**config.mk**
```make
export PLATFORM = sky130hd
export DESIGN_NAME = lcd_bringup_seq
export DESIGN_NICKNAME = d
export VERILOG_FILES = /design/src/rtl/lcd_seq_pkg.sv /design/src/rtl/lcd_ms_timer.sv /design/src/rtl/lcd_seq_table.sv /design/src/rtl/lcd_seq_ctrl.sv /design/src/rtl/lcd_bringup_seq.sv
export SDC_FILE = /design/constraint.sdc
export NUM_CORES = 1
export LEC_CHECK = 0
export BUFFER_PORTS_ARGS = -buffer_cell sky130_fd_sc_hd__buf_2
export CAP_MARGIN = 20
export CELL_PAD_IN_SITES_DETAIL_PLACEMENT = 0
export CELL_PAD_IN_SITES_GLOBAL_PLACEMENT = 2
export CORE_UTILIZATION = 34
export CTS_BUF_LIST = sky130_fd_sc_hd__clkbuf_8
export DETAILED_ROUTE_END_ITERATION = 10
export GPL_ROUTABILITY_DRIVEN = 0
export PLACE_DENSITY_LB_ADDON = 0.1
export SLEW_MARGIN = 20
export SYNTH_ARGS = -nofsm -noshare
export SYNTH_HDL_FRONTEND = slang
export SYNTH_HIERARCHICAL = 1
export SYNTH_SLANG_ARGS = --single-unit
```
**constraint.sdc**
```tcl
create_clock -name clk -period 2.7 [get_ports clk]
set_input_delay 0.405 -clock clk [delete_from_list [all_inputs] [get_ports clk]]
set_output_delay 0.405 -clock clk [all_outputs]
set_load 0.02 [all_outputs]
```
**src/rtl/lcd_seq_pkg.sv**
```systemverilog
`timescale 1ns/1ps
package lcd_seq_pkg;
   localparam int IDX_W = 8;
   localparam int DAT_W = 8;
   localparam int ENT_W = 1 + IDX_W + DAT_W;

   localparam logic OP_WRITE = 1'b0;
   localparam logic OP_DELAY = 1'b1;

   // One table entry: for OP_WRITE arg is the data byte, for OP_DELAY it is milliseconds.
   typedef struct packed {
      logic             op;
      logic [IDX_W-1:0] idx;
      logic [DAT_W-1:0] arg;
   } seq_entry_t;

   localparam logic [IDX_W-1:0] RIX_OSC_A  = 8'h19;
   localparam logic [IDX_W-1:0] RIX_OSC_B  = 8'h1A;
   localparam logic [IDX_W-1:0] RIX_PWR    = 8'h1B;
   localparam logic [IDX_W-1:0] RIX_PIXFMT = 8'h17;
   localparam logic [IDX_W-1:0] RIX_DISP3  = 8'h28;
   localparam logic [IDX_W-1:0] RIX_MEMACC = 8'h16;

   localparam int DEF_N = 15;

   function automatic seq_entry_t ent_wr(input logic [IDX_W-1:0] i, input logic [DAT_W-1:0] d);
      seq_entry_t e;
      e.op  = OP_WRITE;
      e.idx = i;
      e.arg = d;
      return e;
   endfunction

   function automatic seq_entry_t ent_dly(input logic [DAT_W-1:0] ms);
      seq_entry_t e;
      e.op  = OP_DELAY;
      e.idx = '0;
      e.arg = ms;
      return e;
   endfunction

   function automatic logic [DEF_N*ENT_W-1:0] default_table();
      logic [DEF_N*ENT_W-1:0] t;
      t = '0;
      for (int k = 0; k < DEF_N; k++) begin
         seq_entry_t e;
         case (k)
            0:       e = ent_wr(RIX_OSC_A, 8'h36);
            1:       e = ent_wr(RIX_OSC_B, 8'h01);
            2:       e = ent_wr(RIX_PWR, 8'h88);
            3:       e = ent_dly(8'd5);
            4:       e = ent_wr(RIX_PWR, 8'h80);
            5:       e = ent_dly(8'd5);
            6:       e = ent_wr(RIX_PWR, 8'h90);
            7:       e = ent_dly(8'd5);
            8:       e = ent_wr(RIX_PWR, 8'hD0);
            9:       e = ent_dly(8'd5);
            10:      e = ent_wr(RIX_PIXFMT, 8'h05);
            11:      e = ent_wr(RIX_DISP3, 8'h38);
            12:      e = ent_dly(8'd40);
            13:      e = ent_wr(RIX_DISP3, 8'h3C);
            default: e = ent_wr(RIX_MEMACC, 8'h08);
         endcase
         t[k*ENT_W +: ENT_W] = e;
      end
      return t;
   endfunction
endpackage

```
**src/rtl/lcd_ms_timer.sv**
```systemverilog
`timescale 1ns/1ps
module lcd_ms_timer #(
   parameter int CYC_PER_MS = 200000,
   parameter int MS_W       = 8
) (
   input  logic            clk,
   input  logic            rst_n,
   input  logic            start_i,
   input  logic [MS_W-1:0] ms_i,
   output logic            busy_o,
   output logic            done_o
);
   localparam int CYC_W = (CYC_PER_MS > 1) ? $clog2(CYC_PER_MS) : 1;
   localparam logic [CYC_W-1:0] CYC_LAST = CYC_W'(CYC_PER_MS - 1);

   if (CYC_PER_MS < 1) begin : g_bad_cpm
      $error("lcd_ms_timer: CYC_PER_MS must be at least 1");
   end
   if (MS_W < 1) begin : g_bad_msw
      $error("lcd_ms_timer: MS_W must be at least 1");
   end

   logic             busy_q;
   logic [CYC_W-1:0] cyc_q;
   logic [MS_W-1:0]  ms_q;

   assign busy_o = busy_q;
   assign done_o = busy_q && (cyc_q == '0) && (ms_q == MS_W'(1));

   always_ff @(posedge clk) begin
      if (!rst_n) begin
         busy_q <= 1'b0;
         cyc_q  <= '0;
         ms_q   <= '0;
      end else if (start_i) begin
         busy_q <= 1'b1;
         cyc_q  <= CYC_LAST;
         ms_q   <= ms_i;
      end else if (busy_q) begin
         if (cyc_q == '0) begin
            if (ms_q == MS_W'(1)) begin
               busy_q <= 1'b0;
            end else begin
               ms_q  <= ms_q - 1'b1;
               cyc_q <= CYC_LAST;
            end
         end else begin
            cyc_q <= cyc_q - 1'b1;
         end
      end
   end

   // a wait is never started with a zero length
   a_r5_start_nonzero: assert property (@(posedge clk) disable iff (!rst_n)
      start_i |-> (ms_i != '0));
   // the remaining millisecond count never reaches zero while busy
   a_r5_ms_live: assert property (@(posedge clk) disable iff (!rst_n)
      busy_q |-> (ms_q != '0));
   // the cycle counter stays inside one millisecond
   a_r8_cycle_bound: assert property (@(posedge clk) disable iff (!rst_n)
      busy_q |-> (cyc_q <= CYC_LAST));
endmodule

```
**src/rtl/lcd_seq_table.sv**
```systemverilog
`timescale 1ns/1ps
module lcd_seq_table
   import lcd_seq_pkg::*;
#(
   parameter int NUM_ENT = DEF_N,
   parameter int PTR_W   = 4,
   parameter logic [NUM_ENT*ENT_W-1:0] TABLE = '0
) (
   input  logic [PTR_W-1:0] ptr_i,
   output seq_entry_t       ent_o,
   output logic             last_o
);
   localparam logic [PTR_W-1:0] LAST_PTR = PTR_W'(NUM_ENT - 1);

   if (NUM_ENT < 1) begin : g_bad_n
      $error("lcd_seq_table: NUM_ENT must be at least 1");
   end

   seq_entry_t ents [NUM_ENT];

   for (genvar g = 0; g < NUM_ENT; g++) begin : g_unpack
      assign ents[g] = seq_entry_t'(TABLE[g*ENT_W +: ENT_W]);
   end

   if ((2 ** PTR_W) == NUM_ENT) begin : g_full_range
      assign ent_o = ents[ptr_i];
   end else begin : g_guarded
      assign ent_o = (ptr_i <= LAST_PTR) ? ents[ptr_i] : '0;
   end

   assign last_o = (ptr_i == LAST_PTR);
endmodule

```
**src/rtl/lcd_seq_ctrl.sv**
```systemverilog
`timescale 1ns/1ps
module lcd_seq_ctrl
   import lcd_seq_pkg::*;
#(
   parameter int PTR_W     = 4,
   parameter int RST_MS    = 1,
   parameter int SETTLE_MS = 5
) (
   input  logic             clk,
   input  logic             rst_n,
   input  seq_entry_t       ent_i,
   input  logic             last_i,
   input  logic             tmr_done_i,
   output logic             tmr_start_o,
   output logic [DAT_W-1:0] tmr_ms_o,
   output logic [PTR_W-1:0] ptr_o,
   output logic             panel_rst_n,
   output logic             wr_valid,
   input  logic             wr_ready,
   output logic [IDX_W-1:0] wr_index,
   output logic [DAT_W-1:0] wr_data,
   output logic             seq_ready
);
   if (RST_MS < 1 || RST_MS >= (2 ** DAT_W)) begin : g_bad_rst
      $error("lcd_seq_ctrl: RST_MS out of range");
   end
   if (SETTLE_MS < 1 || SETTLE_MS >= (2 ** DAT_W)) begin : g_bad_settle
      $error("lcd_seq_ctrl: SETTLE_MS out of range");
   end

   typedef enum logic [2:0] {
      ST_ARM, ST_HOLD, ST_SETTLE, ST_RUN, ST_WAIT, ST_DONE
   } seq_state_e;

   seq_state_e       state_q, state_d;
   logic [PTR_W-1:0] ptr_q, ptr_d;
   logic             advance;

   always_comb begin
      state_d     = state_q;
      ptr_d       = ptr_q;
      tmr_start_o = 1'b0;
      tmr_ms_o    = '0;
      advance     = 1'b0;
      unique case (state_q)
         ST_ARM: begin
            tmr_start_o = 1'b1;
            tmr_ms_o    = DAT_W'(RST_MS);
            state_d     = ST_HOLD;
         end
         ST_HOLD: begin
            if (tmr_done_i) begin
               tmr_start_o = 1'b1;
               tmr_ms_o    = DAT_W'(SETTLE_MS);
               state_d     = ST_SETTLE;
            end
         end
         ST_SETTLE: begin
            if (tmr_done_i) state_d = ST_RUN;
         end
         ST_RUN: begin
            if (ent_i.op == OP_WRITE) begin
               advance = wr_ready;
            end else if (ent_i.arg == '0) begin
               advance = 1'b1;
            end else begin
               tmr_start_o = 1'b1;
               tmr_ms_o    = ent_i.arg;
               state_d     = ST_WAIT;
            end
         end
         ST_WAIT: begin
            advance = tmr_done_i;
         end
         default: ;
      endcase
      if (advance) begin
         if (last_i) begin
            state_d = ST_DONE;
         end else begin
            ptr_d   = ptr_q + 1'b1;
            state_d = ST_RUN;
         end
      end
   end

   always_ff @(posedge clk) begin
      if (!rst_n) begin
         state_q <= ST_ARM;
         ptr_q   <= '0;
      end else begin
         state_q <= state_d;
         ptr_q   <= ptr_d;
      end
   end

   assign ptr_o       = ptr_q;
   assign panel_rst_n = (state_q != ST_ARM) && (state_q != ST_HOLD);
   assign wr_valid    = (state_q == ST_RUN) && (ent_i.op == OP_WRITE);
   assign wr_index    = ent_i.idx;
   assign wr_data     = ent_i.arg;
   assign seq_ready   = (state_q == ST_DONE);

   // an offered write holds still while the receiver stalls
   a_r6_hold_stable: assert property (@(posedge clk) disable iff (!rst_n)
      (wr_valid && !wr_ready) |=> (wr_valid && $stable(wr_index) && $stable(wr_data)));
   // completion is sticky
   a_r7_ready_sticky: assert property (@(posedge clk) disable iff (!rst_n)
      seq_ready |=> seq_ready);
   // nothing is offered after completion
   a_r7_quiet_after_done: assert property (@(posedge clk) disable iff (!rst_n)
      seq_ready |-> !wr_valid);
   // the panel reset pin never falls again once released
   a_r2_pin_released: assert property (@(posedge clk) disable iff (!rst_n)
      panel_rst_n |=> panel_rst_n);
   // no write while the panel is held in reset
   a_r3_no_write_in_reset: assert property (@(posedge clk) disable iff (!rst_n)
      !panel_rst_n |-> !wr_valid);
   // the table pointer moves only forward by one
   a_r4_ptr_step: assert property (@(posedge clk) disable iff (!rst_n)
      (ptr_q != $past(ptr_q)) |-> (ptr_q == $past(ptr_q) + 1'b1));
endmodule

```
**src/rtl/lcd_bringup_seq.sv**
```systemverilog
`timescale 1ns/1ps
module lcd_bringup_seq
   import lcd_seq_pkg::*;
#(
   parameter int CLK_HZ         = 200_000_000,
   parameter int CYC_PER_MS_OVR = 0,
   parameter int RST_MS         = 1,
   parameter int SETTLE_MS      = 5,
   parameter int NUM_ENT        = DEF_N,
   parameter logic [NUM_ENT*ENT_W-1:0] TABLE = default_table()
) (
   input  logic             clk,
   input  logic             rst_n,
   output logic             panel_rst_n,
   output logic             wr_valid,
   input  logic             wr_ready,
   output logic [IDX_W-1:0] wr_index,
   output logic [DAT_W-1:0] wr_data,
   output logic             seq_ready
);
   localparam int CYC_PER_MS = (CYC_PER_MS_OVR != 0) ? CYC_PER_MS_OVR : (CLK_HZ / 1000);
   localparam int PTR_W      = (NUM_ENT > 1) ? $clog2(NUM_ENT) : 1;

   if (CYC_PER_MS < 1) begin : g_bad_clk
      $error("lcd_bringup_seq: clock too slow for a millisecond count");
   end

   seq_entry_t       ent;
   logic             last;
   logic [PTR_W-1:0] ptr;
   logic             tmr_start, tmr_done, tmr_busy;
   logic [DAT_W-1:0] tmr_ms;

   lcd_seq_table #(
      .NUM_ENT (NUM_ENT),
      .PTR_W   (PTR_W),
      .TABLE   (TABLE)
   ) u_table (
      .ptr_i  (ptr),
      .ent_o  (ent),
      .last_o (last)
   );

   lcd_ms_timer #(
      .CYC_PER_MS (CYC_PER_MS),
      .MS_W       (DAT_W)
   ) u_timer (
      .clk     (clk),
      .rst_n   (rst_n),
      .start_i (tmr_start),
      .ms_i    (tmr_ms),
      .busy_o  (tmr_busy),
      .done_o  (tmr_done)
   );

   lcd_seq_ctrl #(
      .PTR_W     (PTR_W),
      .RST_MS    (RST_MS),
      .SETTLE_MS (SETTLE_MS)
   ) u_ctrl (
      .clk         (clk),
      .rst_n       (rst_n),
      .ent_i       (ent),
      .last_i      (last),
      .tmr_done_i  (tmr_done),
      .tmr_start_o (tmr_start),
      .tmr_ms_o    (tmr_ms),
      .ptr_o       (ptr),
      .panel_rst_n (panel_rst_n),
      .wr_valid    (wr_valid),
      .wr_ready    (wr_ready),
      .wr_index    (wr_index),
      .wr_data     (wr_data),
      .seq_ready   (seq_ready)
   );

   // no write is offered while a timed wait runs
   a_r5_quiet_during_wait: assert property (@(posedge clk) disable iff (!rst_n)
      tmr_busy |-> !wr_valid);
endmodule

```
==> results of run 1 <==
-- through the flow --
stage	hold slack, ps	cells	setup TNS [ps]
global route	522	505	-148
finish	495	505	0
CTS	491	497	0
detailed placement	489	489	-383
global placement	483	489	-144
floorplan	455	339	0
-- path summary, 6_finish.rpt --
| kind | endpoint | slack [ps] | from | depth (start not counted) |
|---|---|---|---|---|
| worst min-delay path | u_ctrl/state_q[2] | 500 | wr_ready | 3 |
| worst max register to register | u_timer/cyc_q[4] | 100 | u_ctrl/ptr_o[1] | 14 |
| worst min register to register | u_timer/cyc_q[15] | 500 | u_timer/cyc_q[15] | 2 |
| worst max-delay path | u_timer/cyc_q[4] | 100 | u_ctrl/ptr_o[1] | 14 |
-- power by group --
group	switching, mW	leakage (nW)	total [mW]	internal [mW]
logic	0.286	1.05	0.519	0.233
clock network	0.193	0.0575	0.451	0.258
registers	0.0438	0.282	0.588	0.544
total	0.523	1.39	1.56	1.03
-- registers in the layout, summed over array words and instances (netlist names) --
name            cells
u_timer/cyc_q      18
u_timer/busy_o      1
u_ctrl/ptr_o        4
u_timer/ms_q        8
u_ctrl/state_q      3
-- what timing repair did --
item,CTS,global route
pin swaps,1,15
cloned,0,1
setup endpoints to repair,10,15
gates resized for setup,3,30
setup buffers,0,7
-- worst max-delay path, stage by stage, from the launching register on --
cell	delay [ps]
sky130_fd_sc_hd__dfxtp_4	390
sky130_fd_sc_hd__inv_2	60
sky130_fd_sc_hd__buf_4	130
sky130_fd_sc_hd__ha_2	180
sky130_fd_sc_hd__a21boi_4	190
sky130_fd_sc_hd__o22ai_4	100
sky130_fd_sc_hd__nor4_4	300
sky130_fd_sc_hd__nand2_1	120
sky130_fd_sc_hd__nand2_2	90
sky130_fd_sc_hd__nand2_4	80
sky130_fd_sc_hd__nor4_2	140
sky130_fd_sc_hd__a32oi_1	170
sky130_fd_sc_hd__buf_4	210
sky130_fd_sc_hd__a21boi_1	130
sky130_fd_sc_hd__o211a_1	200
-- cells by family (layout without fill, tap and decap cells) --
group	count (synthesis)	count (layout)	synth area share, %
AND/OR/NAND/NOR	140	140	31.4
AO/OA/AOI/OAI	90	90	22.3
buffers and inverters	45	109	10.5
flip-flops	34	34	24.9
adder cells (fa/ha/maj)	10	10	4.57
XOR/XNOR	9	9	2.88
multiplexers	9	9	3.34
other	1	2	0.137
-- area by class of cell --
cell class              instances  area (sq um)
repair buffers                 88           613
clock buffers                   8           110
multi-input cells             260          1910
flip-flops and latches         34           691
well taps                     102           128
inverters                      13          51.3
fillers                       832          4270
-- layer usage --
| layer | up-vias | wire [um] | global-route usage [%] |
|---|---|---|---|
| met5 | - | 0 | 0 |
| met4 | 0 | 108 | 5.08 |
| met3 | 11 | 181 | 2.74 |
| met2 | 33 | 3150 | 26.8 |
| met1 | 1224 | 3970 | 27.6 |
| li1 | 1343 | - | - |
-- Yosys cell counts, types with 6 or more instances --
master / number / area, sq um
sky130_fd_sc_hd__ha_1: 10 / 125
sky130_fd_sc_hd__and2_1: 9 / 56.3
sky130_fd_sc_hd__nor4_1: 11 / 68.8
sky130_fd_sc_hd__buf_4: 20 / 150
sky130_fd_sc_hd__inv_1: 12 / 45.0
sky130_fd_sc_hd__nor2_1: 11 / 41.3
sky130_fd_sc_hd__nor3_1: 13 / 65.1
sky130_fd_sc_hd__nand3_1: 10 / 50.1
sky130_fd_sc_hd__nand2_1: 31 / 116
sky130_fd_sc_hd__nand2b_1: 8 / 50.1
sky130_fd_sc_hd__a21oi_1: 25 / 125
sky130_fd_sc_hd__o21ai_0: 23 / 115
sky130_fd_sc_hd__dfxtp_1: 34 / 681
sky130_fd_sc_hd__mux2i_1: 8 / 80.1
sky130_fd_sc_hd__and3_1: 6 / 37.5
sky130_fd_sc_hd__xnor2_1: 7 / 61.3
sky130_fd_sc_hd__or3_1: 7 / 43.8
==> run metrics, run 1 <==
max-cap check violation count 0; maximum fanout encountered on the critical timing path 6; most frequent cells in the layout 69 x sky130_fd_sc_hd__buf_4, 30 x sky130_fd_sc_hd__dfxtp_1, 28 x sky130_fd_sc_hd__nand2_1; largest net degree at the start of global routing 32; Clk pin slew, worst setup/hold paths roughly 70 ps; register bit count reported by yosys 34; Top-Level Pins 22; total power consumption of the routed design 1.56 mW; unrepaired setup endpoints after global routing true; Die Wd just over 90 um; routed wire length per instance roughly 15 um; classification of the worst setup path flop to flop; type of the worst min-delay path primary input to flop; share of flip-flops with an asynchronous set or reset after synthesis 0%; Nets about 420; number of iterations in the first detailed-routing pass 4; Layout Cell Area excl Fill 3500 sq um; Clock Tree Buf Depth 2; placement row count 32; maximum clock rate around 380 MHz; diode insertion count for antenna repair 0; largest vdd supply drop between 0.2 and 0.25 mV; required time of the worst setup path between 2000 and 3000 ps; Initial Utilization 35.2%; Detailed Place HPWL approximately 5500 um; number of clock sinks 34; fin crit share 96.4%; first-pass GRT wire length roughly 12000 um; gate count after technology mapping around 340; leftover overflow at the end of global routing 0; clock latency reported for the late side of the worst-skew pair 290 ps; Post-Syn Area about 2700 sq um; # setup viols final 0; most common cell after layout, fill and taps aside sky130_fd_sc_hd__buf_4; Placed Area between 3000 and 4000 sq um; die height roughly 92 um; EDFF count, synth 0; DRC violation count after routing 0; critical path endpoint category flop; initial drt markers 126; P&R area growth vs syn 28.0%; portion of the post-synthesis area used by sequential elements 24.9%; shortest clock period the worst path allows after layout approximately 2600 ps; CTS tree yes; via count ~2600; clock tree root driver cell sky130_fd_sc_hd__clkbuf_8; antenna violation net count after detailed routing 0; leakage power total 1.39 nW; count of input and output buffers 19; maximum level of the CTS H-tree 2; number of antenna violations at the first check in global routing 0; post-place setup slack -106 ps; number of max-slew violations in the final report 0; core area 7770 sq um; warning count from the yosys run 6; critical path startpoint category flop; mean post-synth cell area 8.09 sq um; worst setup slack after layout roughly 98 ps; final wirelength ~7400 um; fraction of final layout cells sized beyond drive strength 1 38.2%; DIE AREA between 8000 and 9000 sq um; final hold vios 0; count of unique library cells instantiated by Yosys 69; number of global-route vias before repair 2452; hold bufs inserted after CTS 0; via-per-instance ratio ~5.2; most instantiated flip-flop cell in the synthesis netlist sky130_fd_sc_hd__dfxtp_1; clk_skew roughly 4.7 ps; pwr/cell area between 400 and 500 nW/um^2; Total GRT Usage a little under a fifth; arrival time of data at the critical path endpoint approximately 2800 ps; cts bufs inserted 5; final core area utilization a little under half; status finished clean
(Power assumes the default switching activity.)
==> run 2, diff against run 1 <==
CELL_PAD_IN_SITES_DETAIL_PLACEMENT = default   (was 0)
CELL_PAD_IN_SITES_GLOBAL_PLACEMENT = default   (was 2)
CORE_UTILIZATION = 50   (was 34)
PLACE_DENSITY = 0.71   (was default)
PLACE_DENSITY_LB_ADDON = default   (was 0.1)
==> run 2 against run 1 <==
First-iteration DRC count up 25%. Cell count fell by 10%. Wire length down 13%. Maximum frequency down 0.79%. Power is 6.1% lower. Combinational power is 7.5% lower. Worst hold slack got worse by 2.2 ps. Utilization is 19 points higher. Sequential share of layout area rose by 1.0 points.
==> run metrics, run 2 (same netlist as run 1, synthesis figures left out) <==
Layout Cell Area excl Fill 3320 sq um (was 3500 sq um); required time of the worst setup path 2940 ps (was 2890 ps); core area 5170 sq um (was 7770 sq um); maximum fanout encountered on the critical timing path 5 (was 6); via count 2622 (was 2611); Clk pin slew, worst setup/hold paths 70 ps (about the same); type of the worst min-delay path primary input to flop (unchanged); leakage power total 1.30 nW (was 1.39 nW); Total GRT Usage 22.2% (was 18.3%); number of max-slew violations in the final report 0 (unchanged); hold bufs inserted after CTS 0 (unchanged); status finished clean (unchanged); pwr/cell area 441 nW/um^2 (was 445 nW/um^2); DIE AREA 5770 sq um (was 8410 sq um); critical path startpoint category flop (unchanged); maximum clock rate 381 MHz (was 384 MHz); Die Wd 76.0 um (was 91.7 um); total negative slack 0 ps (unchanged); number of antenna violations at the first check in global routing 0 (unchanged); count of input and output buffers 19 (unchanged); most frequent cells in the layout 49 x sky130_fd_sc_hd__buf_4, 31 x sky130_fd_sc_hd__dfxtp_1, 27 x sky130_fd_sc_hd__nand2_1 (was 69 x sky130_fd_sc_hd__buf_4, 30 x sky130_fd_sc_hd__dfxtp_1, 28 x sky130_fd_sc_hd__nand2_1); diode insertion count for antenna repair 0 (unchanged); worst setup slack after layout 77.6 ps (was 98.5 ps); Top-Level Pins 22 (unchanged); unrepaired setup endpoints after global routing true (unchanged); final core area utilization 64.2% (was 45.1%); Clock Tree Buf Depth 2 (unchanged); # setup viols final 0 (unchanged); P&R area growth vs syn 21.4% (was 28.0%); final wirelength 6460 um (was 7400 um); final hold slack 493 ps (was 495 ps); via-per-instance ratio 5.78 (was 5.17); placement row count 26 (was 32); leftover overflow at the end of global routing 0 (unchanged); number of global-route vias before repair 2383 (was 2452); number of clock sinks 34 (unchanged); classification of the worst setup path flop to flop (unchanged); Nets 396 (was 415); largest vdd supply drop 0.303 mV (was 0.247 mV); antenna violation net count after detailed routing 0 (unchanged); number of iterations in the first detailed-routing pass 5 (was 4); routed wire length per instance 14.2 um (was 14.7 um); DRC violation count after routing 0 (unchanged); post-place setup slack -102 ps (was -106 ps); shortest clock period the worst path allows after layout 2620 ps (was 2600 ps); clk_skew 9.25 ps (was 4.73 ps); final hold vios 0 (unchanged); Initial Utilization 52.9% (was 35.2%); cts bufs inserted 5 (unchanged); total power consumption of the routed design 1.46 mW (was 1.56 mW); largest reg by FF count u_timer/cyc_q (unchanged); Placed Area 3060 sq um (was 3220 sq um); die height 76.0 um (was 91.7 um); clock latency reported for the late side of the worst-skew pair 290 ps (about the same); total instance count after detailed placement 441 (was 489); clock tree root driver cell sky130_fd_sc_hd__clkbuf_8 (unchanged); maximum level of the CTS H-tree 2 (unchanged); max FFs per register 18 (unchanged); most common cell after layout, fill and taps aside sky130_fd_sc_hd__buf_4 (unchanged); fin crit share 97.1% (was 96.4%); first-pass GRT wire length 10600 um (was 12300 um); final instance count without filler cells 454 (was 505); critical path endpoint category flop (unchanged); CTS tree yes (unchanged); fraction of final layout cells sized beyond drive strength 1 34.6% (was 38.2%); max-cap check violation count 0 (unchanged); largest net degree at the start of global routing 32 (unchanged); Detailed Place HPWL 4710 um (was 5500 um); arrival time of data at the critical path endpoint 2860 ps (was 2790 ps); initial drt markers 158 (was 126)
run 2: cell types whose count changed in the layout (fill, tap and decap cells not counted), moves of 2 or more:
cell,change
sky130_fd_sc_hd__buf_4,-20
sky130_fd_sc_hd__inv_1,+3
sky130_fd_sc_hd__clkbuf_8,-2
sky130_fd_sc_hd__inv_2,-2
sky130_fd_sc_hd__nand2_2,+2
run 2: metal layers:
metal	GRT usage, %	routed length, um	share of wire [%]
met1	30.1	3130	48
met2	35.5	2980	46
met3	3.98	261	4.0
met4	7.50	87	1.3
met5	0	0	0
run 2: cell type report:
class	instances	area [sq um]
clock buffer	6	82.6
clock inverter	2	8.76
fill	443	1850
inverter	13	51.3
multi-input combinational	260	1930
sequential	34	689
tap	70	87.6
timing repair buffer	69	474
run 2: worst max-delay path, stage by stage, from the launching register on:
cell and delay (ps):
sky130_fd_sc_hd__dfxtp_4 360, sky130_fd_sc_hd__inv_4 50, sky130_fd_sc_hd__ha_4 170, sky130_fd_sc_hd__nand2b_4 180
sky130_fd_sc_hd__a21boi_4 210, sky130_fd_sc_hd__o22ai_4 100, sky130_fd_sc_hd__nor4_4 320, sky130_fd_sc_hd__nand2_1 110
sky130_fd_sc_hd__nand2_1 90, sky130_fd_sc_hd__nand2_2 90, sky130_fd_sc_hd__inv_2 80, sky130_fd_sc_hd__nand2_2 70
sky130_fd_sc_hd__a31o_4 220, sky130_fd_sc_hd__or4_4 480, sky130_fd_sc_hd__nand2_2 60
run 2: where the power goes:
group          switching (mW)  internal [mW]  total, mW
Combinational           0.272          0.207      0.480
Clock                   0.192          0.202      0.394
Sequential             0.0462          0.544      0.590
Total                   0.510          0.953       1.46
run 2: worst paths after layout:
| check | from | endpoint | slack [ps] | cells past startpoint |
|---|---|---|---|---|
| max | u_ctrl/ptr_o[0] | u_timer/cyc_q[14] | 80 | 14 |
| min | wr_ready | u_ctrl/state_q[2] | 490 | 3 |
| max reg2reg | u_ctrl/ptr_o[0] | u_timer/cyc_q[14] | 80 | 14 |
| min reg2reg | u_timer/cyc_q[15] | u_timer/cyc_q[15] | 490 | 2 |
run 2: repair_timing:
action,4_1_cts,5_1_grt
setup buffers,0,5
endpoints found under the setup margin,11,15
resized for setup,5,26
pin swaps,3,11
hold endpoints to repair,0,0
==> run 3, diff against run 2 <==
ABC_AREA = 1   (was default)
==> run 3 against run 2 <==
Global-route usage up 1.3 points. Utilization down 8.2 points. Critical endpoint is now u_timer/cyc_q[17]. Flip-flop and latch count unchanged. Sequential power up 36%.
==> run metrics, run 3 <==
number of iterations in the first detailed-routing pass 5 (unchanged); arrival time of data at the critical path endpoint 2640 ps (was 2860 ps); largest vdd supply drop 0.649 mV (was 0.303 mV); Layout Cell Area excl Fill 3120 sq um (was 3320 sq um); initial drt markers 173 (was 158); clock latency reported for the late side of the worst-skew pair 290 ps (about the same); final core area utilization 56.0% (was 64.2%); final instance count without filler cells 563 (was 454); P&R area growth vs syn 6.62% (was 21.4%); Placed Area 2980 sq um (was 3060 sq um); fraction of final layout cells sized beyond drive strength 1 15.5% (was 34.6%); cell type with the highest aggregate area in the netlist sky130_fd_sc_hd__dfxtp_1 (unchanged); post-place setup slack 195 ps (was -102 ps); antenna violation net count after detailed routing 0 (unchanged); cells taking the most area after synthesis sky130_fd_sc_hd__dfxtp_1 23%, sky130_fd_sc_hd__nand2_1 15%, sky130_fd_sc_hd__nor2_1 13%, sky130_fd_sc_hd__nand3_1 8.2%, sky130_fd_sc_hd__inv_1 5.3% (was sky130_fd_sc_hd__dfxtp_1 25%, sky130_fd_sc_hd__buf_4 5.5%, sky130_fd_sc_hd__a21oi_1 4.6%, sky130_fd_sc_hd__ha_1 4.6%, sky130_fd_sc_hd__nand2_1 4.3%); maximum clock rate 414 MHz (was 381 MHz); portion of the post-synthesis area used by sequential elements 23.2% (was 24.9%); Nets 503 (was 396); placement row count 27 (was 26); clk_skew 13.2 ps (was 9.25 ps); total negative slack 0 ps (unchanged); fillers 584 (was 443); critical path startpoint category flop (unchanged); via-per-instance ratio 5.15 (was 5.78); most instantiated flip-flop cell in the synthesis netlist sky130_fd_sc_hd__dfxtp_1 (unchanged); die height 78.5 um (was 76.0 um); total instance count after detailed placement 553 (was 441); Total GRT Usage 23.5% (was 22.2%); shortest clock period the worst path allows after layout 2410 ps (was 2620 ps); pwr/cell area 892 nW/um^2 (was 441 nW/um^2); share of flip-flops with an asynchronous set or reset after synthesis 0% (unchanged); largest net degree at the start of global routing 19 (was 32); FF+latch area 686 sq um (was 689 sq um); share of Yosys cell area claimed by the top area cell type 23.2% (was 24.9%); total power consumption of the routed design 2.78 mW (was 1.46 mW); final hold vios 0 (unchanged); Clock Tree Buf Depth 2 (unchanged); number of clock sinks 34 (unchanged); maximum level of the CTS H-tree 2 (unchanged); fraction of power consumed by the clock network 14.6% (was 26.9%); Die Wd 78.5 um (was 76.0 um); switching part of the total power 49.3% (was 34.9%); cell with the most instances after synthesis sky130_fd_sc_hd__nand2_1 (was sky130_fd_sc_hd__dfxtp_1); number of antenna violations at the first check in global routing 0 (unchanged); status finished clean (unchanged); clock tree root driver cell sky130_fd_sc_hd__clkbuf_8 (unchanged); ranking of synthesized cells by instance count 118 x sky130_fd_sc_hd__nand2_1, 103 x sky130_fd_sc_hd__nor2_1, 48 x sky130_fd_sc_hd__nand3_1, 41 x sky130_fd_sc_hd__inv_1, 34 x sky130_fd_sc_hd__dfxtp_1 (was 34 x sky130_fd_sc_hd__dfxtp_1, 31 x sky130_fd_sc_hd__nand2_1, 25 x sky130_fd_sc_hd__a21oi_1, 23 x sky130_fd_sc_hd__o21ai_0, 20 x sky130_fd_sc_hd__buf_4); final wirelength 6800 um (was 6460 um); sequential cell fraction of total power 28.9% (was 40.3%); first-pass GRT wire length 11600 um (was 10600 um); Post-Syn Area 2930 sq um (was 2740 sq um); worst setup slack after layout 286 ps (was 77.6 ps); fin crit share 89.4% (was 97.1%); portion of total power attributed to combinational logic 56.5% (was 32.8%); register bit count reported by yosys 34 (unchanged); CTS tree yes (unchanged); final hold slack 477 ps (was 493 ps); cts bufs inserted 5 (unchanged); EDFF count, synth 0 (unchanged); Detailed Place HPWL 5170 um (was 4710 um); critical path endpoint category flop (unchanged); # setup viols final 0 (unchanged); leakage power total 1.51 nW (was 1.30 nW); warning count from the yosys run 6 (unchanged); DIE AREA 6170 sq um (was 5770 sq um); maximum fanout encountered on the critical timing path 9 (was 5); number of global-route vias before repair 2650 (was 2383); type of the worst min-delay path flop to flop (was primary input to flop); max-cap check violation count 0 (unchanged); routed wire length per instance 12.1 um (was 14.2 um); Clk pin slew, worst setup/hold paths 80 ps (was 70 ps); DRC violation count after routing 0 (unchanged); Int Power 1.41 mW (was 953 uW); diode insertion count for antenna repair 0 (unchanged); largest reg by FF count u_timer/cyc_q (unchanged); leftover overflow at the end of global routing 0 (unchanged); multi-input gate area in the final layout 1890 sq um (was 1930 sq um); required time of the worst setup path 2920 ps (was 2940 ps); Top-Level Pins 22 (unchanged); unrepaired setup endpoints after global routing false (was true); number of max-slew violations in the final report 0 (unchanged); most common cell after layout, fill and taps aside sky130_fd_sc_hd__nand2_1 (was sky130_fd_sc_hd__buf_4); mean post-synth cell area 6.11 sq um (was 8.09 sq um); via count 2898 (was 2622); Initial Utilization 52.5% (was 52.9%); core area 5570 sq um (was 5170 sq um); max FFs per register 18 (unchanged); count of unique library cells instantiated by Yosys 37 (was 69); net switching power 1.37 mW (was 510 uW); most frequent cells in the layout 117 x sky130_fd_sc_hd__nand2_1, 103 x sky130_fd_sc_hd__nor2_1, 48 x sky130_fd_sc_hd__nand3_1 (was 49 x sky130_fd_sc_hd__buf_4, 31 x sky130_fd_sc_hd__dfxtp_1, 27 x sky130_fd_sc_hd__nand2_1); classification of the worst setup path flop to flop (unchanged); count of input and output buffers 19 (unchanged); gate count after technology mapping 479 (was 338)
==> run 3: cell types whose count changed in the layout (fill, tap and decap cells not counted), sizes merged, moves of 14 or more <==
cell,delta
o21ai,-14
nand2,+95
inv,+31
nand3,+44
nor4,-15
nor2,+101
buf,-38
==> run 3: critical path: stages, from the launching register on <==
cell and delay [ps]:
sky130_fd_sc_hd__dfxtp_4 400, sky130_fd_sc_hd__inv_1 90, sky130_fd_sc_hd__ha_1 280, sky130_fd_sc_hd__nand2_2 100
sky130_fd_sc_hd__nand2_1 80, sky130_fd_sc_hd__nand2_1 70, sky130_fd_sc_hd__nand2_1 50, sky130_fd_sc_hd__nor2_1 180
sky130_fd_sc_hd__nor2_1 70, sky130_fd_sc_hd__nand2_1 80, sky130_fd_sc_hd__o21ai_1 70, sky130_fd_sc_hd__or2_1 230
sky130_fd_sc_hd__nand2_1 80, sky130_fd_sc_hd__inv_1 70, sky130_fd_sc_hd__buf_4 180, sky130_fd_sc_hd__nand3_4 120
sky130_fd_sc_hd__inv_2 50, sky130_fd_sc_hd__nand2_1 50, sky130_fd_sc_hd__nand2_1 40, sky130_fd_sc_hd__nor2_1 80
==> run 3: per-layer routing <==
metal  GRT usage, %  part of all wire (%)
met5              0                     0
met4           6.11                  0.44
met2           37.7                    45
met3           4.30                   4.7
met1           32.1                    50
==> run 3: area by class of cell <==
type | count | share of cell area [%]
clock inverters | 2 | 0.401
repair buffers | 31 | 6.05
flip-flops and latches | 34 | 22.0
clock buffers | 6 | 2.65
inverters | 45 | 5.41
multi-input cells | 373 | 60.6
well taps | 72 | 2.89
==> run 3: power by group through the flow <==
stage	logic [mW]	registers, mW	clock network [mW]
after global placement	1.50	0.807	0
after CTS	1.54	0.801	0.415
final	1.57	0.803	0.407
after floorplan	1.24	0.778	0
after detailed placement	1.53	0.811	0
after global routing	1.78	0.822	0.436
==> run 3: timing repair <==
item,in CTS,in global routing
gates resized for setup,0,9
setup endpoints to repair,0,23
setup buffers,0,2
hold buffers,0,0
==> run 3: kinds of logic after synthesis <==
logic type      count (synthesis)  share of synthesized area (%)
xor+xnor                        8                           2.39
mux                             1                          0.342
other cells                     1                          0.128
flops                          34                           23.2
compound gates                 40                           7.39
fa+ha+maj                      10                           4.27
simple gates                  312                           49.3
buf+inv                        73                           12.9
==> run 3: path summary, 6_finish.rpt <==
check,end,start,cells after the start,slack (ps)
max reg2reg,u_timer/cyc_q[17],u_ctrl/ptr_o[1],19,290
min reg2reg,u_timer/ms_q[7],u_timer/ms_q[7],2,480
max,u_timer/cyc_q[17],u_ctrl/ptr_o[1],19,290
min,u_timer/ms_q[7],u_timer/ms_q[7],2,480
